## config.mk

```make
export PLATFORM = sky130hd
export DESIGN_NAME = snap_counter64
export DESIGN_NICKNAME = d
export VERILOG_FILES = /design/src/rtl/snc_pkg.sv /design/src/rtl/snc_rst_sync.sv /design/src/rtl/snc_counter.sv /design/src/rtl/snc_latch_ctrl.sv /design/src/rtl/snc_snapshot_regs.sv /design/src/rtl/snap_counter64.sv
export SDC_FILE = /design/constraint.sdc
export NUM_CORES = 1
export LEC_CHECK = 0
export BUFFER_PORTS_ARGS = -buffer_cell sky130_fd_sc_hd__buf_2
export CAP_MARGIN = 5
export CORE_MARGIN = 2
export CORE_UTILIZATION = 60
export CTS_BUF_LIST = sky130_fd_sc_hd__clkbuf_4
export DETAILED_ROUTE_END_ITERATION = 10
export PLACE_DENSITY = 0.81
export SYNTH_ARGS = -nofsm -noshare
export SYNTH_HDL_FRONTEND = slang
export SYNTH_HIERARCHICAL = 1
export SYNTH_SLANG_ARGS = --single-unit
```

## constraint.sdc

```tcl
create_clock -name clk -period 10 [get_ports clk]
set_input_delay 1 -clock clk [delete_from_list [all_inputs] [get_ports clk]]
set_output_delay 1 -clock clk [all_outputs]
set_load 0.02 [all_outputs]
```

## src/rtl/snc_pkg.sv

```systemverilog
package snc_pkg;
  localparam int unsigned BUS_AW   = 8;
  localparam int unsigned BUS_DW   = 32;
  localparam int unsigned CNT_W    = 2 * BUS_DW;
  localparam int unsigned REQ_BIT  = 1;

  localparam logic [BUS_AW-1:0] OFS_CTRL = 8'hA0;
  localparam logic [BUS_AW-1:0] OFS_LO   = 8'hA4;
  localparam logic [BUS_AW-1:0] OFS_HI   = 8'hA8;

  typedef enum logic [1:0] {
    RSEL_NONE,
    RSEL_CTRL,
    RSEL_LO,
    RSEL_HI
  } rd_sel_e;
endpackage

```

## src/rtl/snc_rst_sync.sv

```systemverilog
module snc_rst_sync #(
  parameter int unsigned STAGES = 2
) (
  input  logic clk,
  input  logic arst_n,
  output logic rst_n_o
);
  logic [STAGES-1:0] sh_q;

  always_ff @(posedge clk or negedge arst_n) begin
    if (!arst_n) sh_q <= '0;
    else         sh_q <= {sh_q[STAGES-2:0], 1'b1};
  end

  assign rst_n_o = sh_q[STAGES-1];
endmodule

```

## src/rtl/snc_counter.sv

```systemverilog
module snc_counter #(
  parameter int unsigned      W         = 64,
  parameter logic [W-1:0]     RESET_VAL = '0
) (
  input  logic         clk,
  input  logic         rst_n,
  input  logic         tick_i,
  output logic [W-1:0] cnt_o
);
  logic [W-1:0] cnt_q, cnt_d;
  logic         cnt_en;

  assign cnt_en = tick_i;

  always_comb begin
    cnt_d = cnt_q + W'(1);
  end

  always_ff @(posedge clk or negedge rst_n) begin
    if (!rst_n)      cnt_q <= RESET_VAL;
    else if (cnt_en) cnt_q <= cnt_d;
  end

  assign cnt_o = cnt_q;

  // one step per tick, modulo 2^W
  p_cnt_step_r2: assert property (@(posedge clk) disable iff (!rst_n)
    tick_i |=> cnt_q == $past(cnt_q) + W'(1));
  // holds without a tick
  p_cnt_hold_r2: assert property (@(posedge clk) disable iff (!rst_n)
    !tick_i |=> $stable(cnt_q));
endmodule

```

## src/rtl/snc_latch_ctrl.sv

```systemverilog
module snc_latch_ctrl #(
  parameter int unsigned LATCH_DELAY = 2
) (
  input  logic clk,
  input  logic rst_n,
  input  logic req_i,
  output logic busy_o,
  output logic capture_o
);
  localparam int unsigned WAIT_W = (LATCH_DELAY < 2) ? 1 : $clog2(LATCH_DELAY);
  localparam logic [WAIT_W-1:0] WAIT_INIT = WAIT_W'(LATCH_DELAY - 1);

  logic              busy_q, busy_d;
  logic [WAIT_W-1:0] wait_q, wait_d;
  logic              capture;

  assign capture = busy_q && (wait_q == '0);

  always_comb begin
    busy_d = busy_q;
    wait_d = wait_q;
    if (capture) begin
      busy_d = 1'b0;
    end else if (busy_q) begin
      wait_d = wait_q - WAIT_W'(1);
    end else if (req_i) begin
      busy_d = 1'b1;
      wait_d = WAIT_INIT;
    end
  end

  always_ff @(posedge clk or negedge rst_n) begin
    if (!rst_n) begin
      busy_q <= 1'b0;
      wait_q <= '0;
    end else begin
      busy_q <= busy_d;
      wait_q <= wait_d;
    end
  end

  assign busy_o    = busy_q;
  assign capture_o = capture;

  // Checker-side age counter for the busy window
  logic [31:0] age_q;
  always_ff @(posedge clk or negedge rst_n) begin
    if (!rst_n)      age_q <= '0;
    else if (busy_q) age_q <= age_q + 32'd1;
    else             age_q <= '0;
  end

  // busy never outlives the configured wait
  p_busy_len_r3: assert property (@(posedge clk) disable iff (!rst_n)
    busy_q |-> age_q < LATCH_DELAY);
  // an idle request raises busy on the next cycle
  p_busy_start_r3: assert property (@(posedge clk) disable iff (!rst_n)
    (!busy_q && req_i) |=> busy_q);
  // a request during the wait neither reloads nor extends it
  p_req_ignored_r6: assert property (@(posedge clk) disable iff (!rst_n)
    (busy_q && !capture && req_i) |=> busy_q && wait_q == $past(wait_q) - WAIT_W'(1));
endmodule

```

## src/rtl/snc_snapshot_regs.sv

```systemverilog
module snc_snapshot_regs
  import snc_pkg::*;
(
  input  logic              clk,
  input  logic              rst_n,
  input  logic              capture_i,
  input  logic [CNT_W-1:0]  count_i,
  input  logic              busy_i,
  input  logic              rd_i,
  input  logic [BUS_AW-1:0] addr_i,
  output logic [BUS_DW-1:0] rdata_o
);
  logic [CNT_W-1:0]  snap_q;
  rd_sel_e           rsel;
  logic [BUS_DW-1:0] ctrl_word;

  always_ff @(posedge clk or negedge rst_n) begin
    if (!rst_n)         snap_q <= '0;
    else if (capture_i) snap_q <= count_i;
  end

  always_comb begin
    ctrl_word          = '0;
    ctrl_word[REQ_BIT] = busy_i;
  end

  always_comb begin
    rsel = RSEL_NONE;
    if (rd_i) begin
      unique case (addr_i)
        OFS_CTRL: rsel = RSEL_CTRL;
        OFS_LO:   rsel = RSEL_LO;
        OFS_HI:   rsel = RSEL_HI;
        default:  rsel = RSEL_NONE;
      endcase
    end
  end

  always_comb begin
    unique case (rsel)
      RSEL_CTRL: rdata_o = ctrl_word;
      RSEL_LO:   rdata_o = snap_q[BUS_DW-1:0];
      RSEL_HI:   rdata_o = snap_q[CNT_W-1:BUS_DW];
      default:   rdata_o = '0;
    endcase
  end

  // holding register frozen between captures
  p_snap_hold_r5: assert property (@(posedge clk) disable iff (!rst_n)
    !capture_i |=> $stable(snap_q));
  // capture takes the live count of that cycle
  p_snap_take_r4: assert property (@(posedge clk) disable iff (!rst_n)
    capture_i |=> snap_q == $past(count_i));
endmodule

```

## src/rtl/snap_counter64.sv

```systemverilog
module snap_counter64
  import snc_pkg::*;
#(
  parameter int unsigned       LATCH_DELAY = 2,
  parameter logic [CNT_W-1:0]  RESET_COUNT = '0
) (
  input  logic              clk,
  input  logic              rst_n,
  input  logic              tick_i,
  input  logic              bus_wr_i,
  input  logic              bus_rd_i,
  input  logic [BUS_AW-1:0] bus_addr_i,
  input  logic [BUS_DW-1:0] bus_wdata_i,
  output logic [BUS_DW-1:0] bus_rdata_o
);
  logic             core_rst_n;
  logic [CNT_W-1:0] live_cnt;
  logic             snap_req;
  logic             busy;
  logic             capture;

  snc_rst_sync #(.STAGES(2)) u_rst (
    .clk     (clk),
    .arst_n  (rst_n),
    .rst_n_o (core_rst_n)
  );

  snc_counter #(.W(CNT_W), .RESET_VAL(RESET_COUNT)) u_cnt (
    .clk    (clk),
    .rst_n  (core_rst_n),
    .tick_i (tick_i),
    .cnt_o  (live_cnt)
  );

  assign snap_req = bus_wr_i && (bus_addr_i == OFS_CTRL) && bus_wdata_i[REQ_BIT];

  snc_latch_ctrl #(.LATCH_DELAY(LATCH_DELAY)) u_latch (
    .clk       (clk),
    .rst_n     (core_rst_n),
    .req_i     (snap_req),
    .busy_o    (busy),
    .capture_o (capture)
  );

  snc_snapshot_regs u_regs (
    .clk       (clk),
    .rst_n     (core_rst_n),
    .capture_i (capture),
    .count_i   (live_cnt),
    .busy_i    (busy),
    .rd_i      (bus_rd_i),
    .addr_i    (bus_addr_i),
    .rdata_o   (bus_rdata_o)
  );

  // control word exposes only the request bit
  p_ctrl_bits_r8: assert property (@(posedge clk) disable iff (!core_rst_n)
    (bus_rd_i && bus_addr_i == OFS_CTRL) |-> (bus_rdata_o & ~(BUS_DW'(1) << REQ_BIT)) == '0);
  // idle read strobe drives zero
  p_rd_idle_r8: assert property (@(posedge clk) disable iff (!core_rst_n)
    !bus_rd_i |-> bus_rdata_o == '0);
  // a write without the request bit never starts a snapshot
  p_no_req_r7: assert property (@(posedge clk) disable iff (!core_rst_n)
    (!busy && !(bus_wr_i && bus_wdata_i[REQ_BIT])) |=> !busy);
endmodule

```

==> flow_metrics.py <==
metrics = {
    "worst_setup_path": {
        "max_stage_delay_ns": 0.74,
        "crit_top_cell": "buf_2",
        "cp-start-kind": "input port",
        "r2r-end": "u_cnt/cnt_o[52]",
        "crit_arrival_ns": 2.52,
        "cp_top_family": "simple AND/OR/NAND/NOR gates",
        "crit_chain": "buf_2 > nor2b_4 > nand2_1 > a21oi_1 > buf_2",
        "timing.rr.start": "u_cnt/cnt_o[1]",
        "cp-end-kind": "output pin",
        "rrSetupSlack_ns": 7.72,
        "cpMaxStageDelayCell": "nor2b_4",
        "crit_type": "in -> out",
        "crit_path_max_fanout": 32,
        "cp.depth": 5,
        "cp_num_buf_inv": 2,
        "worstPathRequired_ns": 9.00,
        "r2r_cells": 6,
    },
    "detailed_routing": {
        "drtPass1Iterations": 5,
        "drc_errors": 0,
        "antenna_left": 0,
        "drtIter0Drc": 276,
        "wl_microns": 12600,
        "vias": 4099,
        "viasPerCell": 5.81,
        "wl_per_cell_microns": 17.9,
    },
    "placed_design": {
        "dpl.cell_count": 676,
        "post-place-ws_ns": 6.48,
        "io_buffer_count": 45,
        "place_congestion": 0.851,
        "hpwl_microns": 8430,
    },
    "global_routing": {
        "grt_max_degree": 74,
        "grt_pass1_wl_microns": 20800,
        "antenna_found_initial": 0,
        "grt_pass1_vias": 4094,
        "grt_usage": 0.242,
        "gr-total-overflow": 0,
    },
    "yosys": {
        "syn_area_per_cell_sq_um": 11.9,
        "synth-async-reset-ratio": 1.00,
        "yosys_most_used_dff": "dfrtp_1",
        "synth_warnings": 6,
        "synth_top_cell_by_area": "dfrtp_1",
        "syn_inst": 512,
        "synthTopCellsByCount": "132 x dfrtp_1, 65 x mux2_2, 57 x nor2_1, 35 x xor2_1, 31 x a22oi_1",
        "synth_edf_count": 0,
        "syn-num-nets": 558,
        "yosysTopAreaCellShare": 0.542,
        "yosysMostFrequentCell": "dfrtp_1",
        "syn_area_sq_um": 6090,
        "synth.area.top_cells": "dfrtp_1 54%, mux2_2 12%, xor2_1 5.0%",
        "ys_seq_area_frac": 0.542,
        "synth_cell_type_count": 39,
        "ys_seq_elements": 132,
    },
    "sta": {
        "min_period_over_period": 0.352,
        "setup_tns_ns": 0,
        "setup_viol": 0,
        "tightest_slew_ns": 0.894,
        "fin_crit_ns": 3.52,
        "fin_hold_ws_ns": 0.255,
        "rsz0062_at_grt": "false",
        "slew_violations": 0,
        "maxSlewHeadroom": 0.404,
        "postLayoutSetupSlackWorst_ns": 6.48,
        "fmax_mhz": 284,
        "clock_skew_ns": 0.0118,
        "hold_violations": 0,
    },
    "clocking": {
        "htree_levels": 4,
        "cts_buffer_depth": 2,
        "post_cts_resized": 0,
        "cts_tree": "yes",
        "cts_buffers": 17,
        "postCtsSetupBuffers": 0,
        "ctsHoldBuffers": 0,
        "cts-root-buf": "clkbuf_4",
        "clkTransAtPathRegs_ns": 0.09,
        "clock_sinks": 132,
        "clk_latency_ns": 0.51,
    },
    "worst_hold_path": {
        "hold_class": "in -> async",
    },
    "floorplanning": {
        "die_w_microns": 105,
        "rows": 36,
        "start_util": 0.620,
        "num_io_pins": 77,
        "die_h_microns": 105,
        "coreArea_sq_um": 9820,
        "design.die.area_sq_um": 11000,
    },
    "pwr": {
        "powerDensity_nw_per_um2": 137,
        "ir_drop_uv": 82.7,
        "power.leakage_uw": 0.00317,
    },
    "outcome": {
        "outcome": "completed",
    },
    "job": {
        "maxCapViolCount": 0,
    },
    "layout": {
        "nets": 608,
        "num_antenna_cells": 0,
        "final_layout_size_suffix_gt1_frac": 0.304,
        "post-route-util": 0.675,
        "syn_to_final_growth_pct": 8.79,
        "fin_cells": 705,
    },
}
-- state kept, by name, indices dropped and copies added, names as in the netlist --
name / flops
u_regs/snap_q: 64
u_cnt/cnt_o: 64
u_latch/wait_q: 1
u_latch/busy_o: 1
u_rst/sh_q: 2
-- metal layers --
layer,GRT usage,vias to the layer above,share of wire
met5,0,-,0
met4,0.0724,0,0.0077
met3,0.0555,9,0.053
met2,0.374,126,0.48
met1,0.343,2062,0.45
li1,-,1902,-
-- worst register-to-register path, stage by stage (launching register included) --
cell     delay, ns
dfrtp_1       0.48
ha_1          0.21
nand4_1       0.29
nor3_2        0.40
nand4_2       0.35
nor3_1        0.31
xor2_1        0.18
-- cell usage in the layout, fill, tap and decap left out, drive strengths merged, types with 9 or more instances in the layout --
cell,n
dfrtp,132
nand3,23
nand4,23
mux2,66
buf,49
nor2,57
inv,11
clkbuf,20
clkinv,9
nor4,12
xor2,35
nand2,30
nor3,22
xnor2,28
a22oi,31
-- worst max-delay path by stage --
stage,startpoint,endpoint,slack [ns]
after floorplan,u_rst/sh_q[1],u_cnt/cnt_o[0],6.05
after global placement,bus_addr_i[3],bus_rdata_o[1],6.50
after detailed placement,bus_addr_i[3],bus_rdata_o[1],6.48
after CTS,bus_addr_i[3],bus_rdata_o[1],6.48
after global routing,bus_addr_i[3],bus_rdata_o[1],6.38
final,bus_addr_i[3],bus_rdata_o[1],6.48
-- logic make-up after synthesis --
kind of cell / count (synthesis) / synth area share
buffers and inverters: 29 / 0.0232
and+or+nand+nor: 186 / 0.176
adders and majority gates: 1 / 0.00205
AOI/OAI and AO/OA: 33 / 0.0407
muxes: 67 / 0.124
other: 1 / 0.000616
DFF: 132 / 0.542
xor gates and xnor gates: 63 / 0.0906
-- per-stage QoR --
step / power (uW) / cell area, sq um
floorplan: 621 / 6090
global placement: 641 / 6430
detailed placement: 645 / 6430
CTS: 914 / 6630
global route: 946 / 6630
finish: 907 / 6630
-- final cells by class --
class / instances / area (sq um)
Inverter: 11 / 41.3
Clock inverter: 9 / 42.5
Tap cell: 133 / 166
Timing Repair Buffer: 49 / 255
Sequential cell: 132 / 3310
Fill cell: 765 / 3190
Multi-Input combinational cell: 351 / 2660
Clock buffer: 20 / 150
-- power breakdown --
part | leakage [uW] | switching [uW] | internal [uW] | total [uW]
clock | 0.000123 | 174 | 97.6 | 271
combinational | 0.00125 | 32.1 | 21.6 | 53.6
sequential | 0.00179 | 31.5 | 551 | 582
No activity file was read; power rests on OpenSTA's default activity.
